## src/rtl/lfo_stepper_pkg.sv

```systemverilog
package lfo_stepper_pkg;
   localparam int LFO_AMS_W    = 2;
   localparam int LFO_ACC_DEF  = 32;
   localparam int LFO_FRAC_DEF = 25;

   // Fold a step of step_w bits into a triangle of step_w-1 bits:
   // the upper half of the range counts back down.
   function automatic logic [31:0] tri_fold(input logic [31:0] step, input int step_w);
      logic [31:0] low_mask;
      logic [31:0] low;
      low_mask = (32'd1 << (step_w - 1)) - 32'd1;
      low      = step & low_mask;
      if (((step >> (step_w - 1)) & 32'd1) != 32'd0)
         return low_mask - low;
      return low;
   endfunction
endpackage

```

## src/rtl/lfo_phase_acc.sv

```systemverilog
module lfo_phase_acc
   import lfo_stepper_pkg::*;
#(
   parameter int ACC_W  = LFO_ACC_DEF,
   parameter int FRAC_W = LFO_FRAC_DEF,
   localparam int STEP_W = ACC_W - FRAC_W,
   localparam int AM_W   = STEP_W,
   localparam int PM_W   = STEP_W - 2
)(
   input  logic            clk_i,
   input  logic            rst_i,
   input  logic            smp_i,
   input  logic            en_i,
   input  logic [ACC_W-1:0] inc_i,
   output logic [AM_W-1:0] am_live_o,
   output logic [AM_W-1:0] am_q_o,
   output logic [PM_W-1:0] pm_q_o
);
   logic [ACC_W-1:0]  acc_q;
   logic [ACC_W-1:0]  acc_sum;
   logic [STEP_W-1:0] prev_q;
   logic [STEP_W-1:0] step_n;
   logic              step_moved;
   logic              coarse_moved;
   logic [AM_W-1:0]   am_fold;
   logic [AM_W-1:0]   am_next;
   logic [PM_W-1:0]   pm_next;
   logic [31:0]       fold_w;

   always_comb begin
      acc_sum      = acc_q + inc_i;
      step_n       = acc_sum[ACC_W-1:FRAC_W];
      step_moved   = en_i && (step_n != prev_q);
      coarse_moved = step_moved && (step_n[STEP_W-1:2] != prev_q[STEP_W-1:2]);
      fold_w       = tri_fold(32'(step_n), STEP_W);
      am_fold      = {fold_w[STEP_W-2:0], 1'b0};
      am_next      = step_moved   ? am_fold : am_q_o;
      pm_next      = coarse_moved ? step_n[STEP_W-1:2] : pm_q_o;
   end

   assign am_live_o = am_next;

   always_ff @(posedge clk_i) begin
      if (rst_i) begin
         acc_q  <= '0;
         prev_q <= '0;
         am_q_o <= '0;
         pm_q_o <= '0;
      end else if (smp_i && en_i) begin
         acc_q  <= acc_sum;
         prev_q <= step_n;
         am_q_o <= am_next;
         pm_q_o <= pm_next;
      end
   end
endmodule

```

## src/rtl/lfo_op_level.sv

```systemverilog
module lfo_op_level
   import lfo_stepper_pkg::*;
#(
   parameter int ENV_W     = 10,
   parameter int AM_W      = 7,
   parameter int QUIET_LVL = 832,
   localparam int OUT_W    = ENV_W + 1
)(
   input  logic                 clk_i,
   input  logic                 rst_i,
   input  logic                 smp_i,
   input  logic [ENV_W-1:0]     att_i,
   input  logic [ENV_W-1:0]     tl_i,
   input  logic [AM_W-1:0]      am_i,
   input  logic                 am_on_i,
   input  logic [LFO_AMS_W-1:0] ams_i,
   output logic [OUT_W-1:0]     lvl_o,
   output logic                 silent_o
);
   logic [OUT_W-1:0] sum;
   logic [OUT_W-1:0] half;
   logic [OUT_W-1:0] offset;
   logic [OUT_W-1:0] lvl_n;

   always_comb begin
      sum    = {1'b0, att_i} + {1'b0, tl_i};
      half   = sum >> 1;
      offset = am_on_i ? OUT_W'(am_i >> ams_i) : '0;
      lvl_n  = half + offset;
   end

   always_ff @(posedge clk_i) begin
      if (rst_i) begin
         lvl_o    <= '0;
         silent_o <= 1'b0;
      end else if (smp_i) begin
         lvl_o    <= lvl_n;
         silent_o <= (lvl_n >= OUT_W'(QUIET_LVL));
      end
   end
endmodule

```

## src/rtl/lfo_mod_stepper.sv

```systemverilog
module lfo_mod_stepper
   import lfo_stepper_pkg::*;
#(
   parameter int ACC_W     = LFO_ACC_DEF,
   parameter int FRAC_W    = LFO_FRAC_DEF,
   parameter int NUM_OPS   = 4,
   parameter int ENV_W     = 10,
   parameter int QUIET_LVL = 832,
   localparam int STEP_W   = ACC_W - FRAC_W,
   localparam int AM_W     = STEP_W,
   localparam int PM_W     = STEP_W - 2,
   localparam int OUT_W    = ENV_W + 1
)(
   input  logic                     clk_i,
   input  logic                     rst_i,
   input  logic                     smp_i,
   input  logic                     lfo_en_i,
   input  logic [ACC_W-1:0]         inc_i,
   input  logic [NUM_OPS-1:0]       am_mask_i,
   input  logic [LFO_AMS_W-1:0]     ams_i,
   input  logic [NUM_OPS*ENV_W-1:0] att_i,
   input  logic [NUM_OPS*ENV_W-1:0] tl_i,
   output logic [NUM_OPS*OUT_W-1:0] eg_o,
   output logic [NUM_OPS-1:0]       silent_o,
   output logic [AM_W-1:0]          am_o,
   output logic [PM_W-1:0]          pm_o
);
   if (STEP_W < 3) begin : g_bad_step
      $error("lfo_mod_stepper: ACC_W - FRAC_W must be at least 3");
   end
   if (QUIET_LVL >= (1 << OUT_W)) begin : g_bad_quiet
      $error("lfo_mod_stepper: QUIET_LVL does not fit the output level width");
   end
   if (NUM_OPS < 1) begin : g_bad_ops
      $error("lfo_mod_stepper: NUM_OPS must be positive");
   end

   logic [AM_W-1:0] am_live;
   logic [AM_W-1:0] am_gated;

   lfo_phase_acc #(
      .ACC_W (ACC_W),
      .FRAC_W(FRAC_W)
   ) u_acc (
      .clk_i    (clk_i),
      .rst_i    (rst_i),
      .smp_i    (smp_i),
      .en_i     (lfo_en_i),
      .inc_i    (inc_i),
      .am_live_o(am_live),
      .am_q_o   (am_o),
      .pm_q_o   (pm_o)
   );

   assign am_gated = lfo_en_i ? am_live : '0;

   for (genvar k = 0; k < NUM_OPS; k++) begin : g_op
      lfo_op_level #(
         .ENV_W    (ENV_W),
         .AM_W     (AM_W),
         .QUIET_LVL(QUIET_LVL)
      ) u_lvl (
         .clk_i   (clk_i),
         .rst_i   (rst_i),
         .smp_i   (smp_i),
         .att_i   (att_i[k*ENV_W +: ENV_W]),
         .tl_i    (tl_i[k*ENV_W +: ENV_W]),
         .am_i    (am_gated),
         .am_on_i (am_mask_i[k]),
         .ams_i   (ams_i),
         .lvl_o   (eg_o[k*OUT_W +: OUT_W]),
         .silent_o(silent_o[k])
      );
   end
endmodule

```

## config.mk

```make
export PLATFORM = sky130hd
export DESIGN_NAME = lfo_mod_stepper
export DESIGN_NICKNAME = d
export VERILOG_FILES = /design/src/rtl/lfo_stepper_pkg.sv /design/src/rtl/lfo_phase_acc.sv /design/src/rtl/lfo_op_level.sv /design/src/rtl/lfo_mod_stepper.sv
export SDC_FILE = /design/constraint.sdc
export NUM_CORES = 1
export LEC_CHECK = 0
export CAP_MARGIN = 5
export CORE_MARGIN = 1
export CORE_UTILIZATION = 30
export CTS_BUF_LIST = sky130_fd_sc_hd__clkbuf_8
export DETAILED_ROUTE_END_ITERATION = 12
export PLACE_DENSITY = 0.5
export SLEW_MARGIN = 20
export SYNTH_ARGS = -nofsm -noshare
export SYNTH_HDL_FRONTEND = slang
export SYNTH_SLANG_ARGS = --single-unit
```

## constraint.sdc

```tcl
create_clock -name clk_i -period 6.7 [get_ports clk_i]
set_clock_uncertainty 0.05 [all_clocks]
set_input_delay 1.34 -clock clk_i [delete_from_list [all_inputs] [get_ports clk_i]]
set_output_delay 1.34 -clock clk_i [all_outputs]
set_load 0.005 [all_outputs]
```

==> reports/qor.txt <==
Critical path's largest stage delay - 0.47 ns
Wire per inst - 15.28 um
Placed Cells - 1815
Crit path capture type - flip-flop
Final GP Congestion - 0.8362
Layout cells sized above 1 - 23.30%
Final Setup Violations - 0
Synth Register Bits - 92
CTS tree - done
Setup_tns - 0 ns
Netlist Area Pre-Place - 8796 sq um
Ys flop type - dfxtp_1
Die area - 30010 sq um
Stages on worst setup path - 26
Routed Wire Length - 28190 um
Via density - 4.893
Most frequent cells in the layout - buf_4 (198), clkdlybuf4s50_1 (160), nand2_1 (111)
Post-Syn Nets - 1340
Worst setup path end - g_op[1].u_lvl.silent_o$_SDFFE_PP0P_
Pre-CTS setup slack - -0.6219 ns
CORE AREA - 28780 sq um
Leak - 0.005813 uW
PwrDens - 177.5 nW/um^2
Clk slew on worst S/H paths - 0.10 ns
Count of pins over their slew limit - 0
Reg-to-reg setup timing slack - 1.15 ns
Max-cap violations - 0
Commonest non-fill, non-tap cell in the layout - buf_4
Worst min path class - reg2reg
Post-synthesis async set-or-reset flop share - 0%
Layout net count - 1684
Share of the yosys chip area belonging to registers - 20.94%
Chip width - 173.2 um
CP Launch Type - input pin
Avg Inst Size Synth - 7.917 sq um
Clk root buf - clkbuf_8
Req. time, crit path - 6.95 ns
Post-route insts no fill - 1844
Total GRT Usage - 18.43%
Count of input and output buffers - 181
Ratio of final minimum period to clock period - 96.22%
Data arrival, critical path - 6.70 ns
Ys Warns - 0
Die H - 173.2 um
Starting Density - 30.56%
F_max - 0.1551 GHz
Clk_lat worst skew - 0.40 ns
Finished Cell Area - 13220 sq um
# IOs - 182
Initial antenna violation count - 1
DR vias - 9023
Synth unique cells - 84
CTS Buf Count - 9
Status - complete, no violations
CTS sink cnt - 92
Slew @ Worst Pin - 0.9201 ns
Critical setup path kind - in2reg
Launching point of the worst reg2reg path - u_acc.acc_q[0]$_SDFFE_PP0P_
CP bufs+invs - 4
CP max-delay cell - clkdlybuf4s50_1
Detailed Routing Iterations Pass 1 - 5
Final Critical Period - 6.447 ns
Worst Reg-to-Reg Cells - 28
Residual DRC - 0
Mapped Cells - 1111
Critical Path Fanout Max - 7
Fin worst setup slack - 0.2534 ns
Initial DRC count - 387
Post-synth EDFFs - 0
Htree depth - 3
Area Overhead vs Synth - 50.27%
Row Count - 62
Clock Path Buffers - 2
Grt ovf - 0
Vias in the first global route - 8574
Most frequent CP cell - a21o_1
Largest net degree at the start of global routing - 58
Hpwl dp - 21990 um
First-pass GRT wire length - 44530 um
VDD IR-drop max - 0.08944 mV
Setup crit start - inc_i[21]
Max-Slew Margin vs Limit - 38.51%
FF-to-FF End - g_op[1].u_lvl.silent_o$_SDFFE_PP0P_
Top cell family by delay on the critical path - compound AO/OA/AOI/OAI gates
Final ANT Viol Nets - 0
Min-delay src - g_op[1].u_lvl.lvl_o[9]$_SDFFE_PP0P_
Hold Vio Cnt, Final - 0
Dpl cell area - 12270 sq um
-- worst register-to-register path: cells and delay by family, from the launching register on --
family                     cells  cell delay [ns]
buffers and inverters          5             0.80
xor gates and xnor gates       1             0.14
adders and majority gates      4             0.95
and+or+nand+nor                5             0.83
AOI/OAI and AO/OA             13             2.38
DFF                            1             0.33
-- where the power goes --
group          internal (uW)  switching (uW)  total [uW]
Clock                    182             231         413
Sequential               606            41.7         648
Combinational            686             600        1290
-- through the flow --
step                      total power, uW  hold slack [ns]  utilization, %
final                                2347           0.4059           45.93
after global routing                 2520           0.4315           45.92
after CTS                            2300           0.4107           43.57
after detailed placement             1857           0.3896           42.64
after global placement               1854           0.3892           42.64
after floorplan                      1319           0.3856               -
-- state kept, by name, summed over array words and instances (netlist names) --
| register | count |
|---|---|
| u_acc.acc_q | 25 |
| u_acc.am_q_o | 7 |
| g_op.u_lvl.silent_o | 4 |
| u_acc.prev_q | 7 |
| g_op.u_lvl.lvl_o | 44 |
| u_acc.pm_q_o | 5 |
-- repair_timing --
action | 4_1_cts | 5_1_grt
gates cloned | 0 | 0
buffers inserted | 0 | 13
gates resized for setup | 17 | 113
hold buffers | 0 | 0
pin swaps | 10 | 59
endpoints found under the setup margin | 13 | 24
-- per-layer routing --
metal / part of all wire (%) / wire length (um) / vias to the layer above / track usage (%)
met3: 4.4 / 1234 / 17 / 3.268
met4: 0.80 / 225 / 0 / 3.540
met2: 45 / 12650 / 156 / 29.52
li1: - / - / 4694 / -
met5: 0 / 0 / - / 0
met1: 50 / 14080 / 4156 / 25.89
-- kinds of logic (layout without fill, tap and decap cells) --
kind of cell | count (synthesis) | count (layout) | share of synthesized area [%]
AO/OA/AOI/OAI | 342 | 342 | 26.13
AND/OR/NAND/NOR | 337 | 337 | 17.68
adder cells (fa/ha/maj) | 107 | 107 | 15.99
buffers and inverters | 102 | 450 | 4.794
flip-flops | 92 | 92 | 20.94
XOR/XNOR | 90 | 90 | 9.331
multiplexers | 41 | 41 | 5.135
other | 0 | 1 | 0
-- how the worst min path moves through the flow --
stage	to	depth (start not counted)
floorplan	u_acc.acc_q[14]$_SDFFE_PP0P_	2
global placement	g_op[1].u_lvl.lvl_o[9]$_SDFFE_PP0P_	2
detailed placement	g_op[1].u_lvl.lvl_o[9]$_SDFFE_PP0P_	2
CTS	g_op[1].u_lvl.lvl_o[9]$_SDFFE_PP0P_	2
global route	g_op[1].u_lvl.lvl_o[9]$_SDFFE_PP0P_	2
finish	g_op[1].u_lvl.lvl_o[9]$_SDFFE_PP0P_	2
-- layout make-up --
cell class	instances	area [sq um]
clock buffers	10	137.6
fillers	2834	15560
repair buffers	380	3353
diodes	1	2.502
multi-input cells	917	7134
clock inverters	5	61.31
well taps	384	480.5
flip-flops and latches	92	1842
inverters	55	206.4
-- Yosys cell counts, types with 8 or more instances --
cell type  instances  area (sq um)
a211oi_1          20         150.1
a21boi_0           8         60.06
a21o_1            32         240.2
a21oi_1          123         615.6
and2_1             8         50.05
buf_2             10         50.05
clkbuf_1          27         101.4
dfxtp_1           92          1842
fa_1               9         180.2
ha_1              98          1226
inv_1             53         198.9
mux2i_1           35         350.3
nand2_1          116         435.4
nand3_1           11         55.05
nand4_1           12         75.07
nor2_1           111         416.7
nor2b_1           11         68.82
nor3_1            22         110.1
o211ai_1          11         82.58
o21a_1             9         67.56
o21ai_0           44         220.2
o21bai_1          16         120.1
o22ai_1           12         75.07
o32ai_1            8         70.07
xnor2_1           64         560.5
xor2_1            24         210.2
Note: power is estimated with default switching activity, not from simulation.
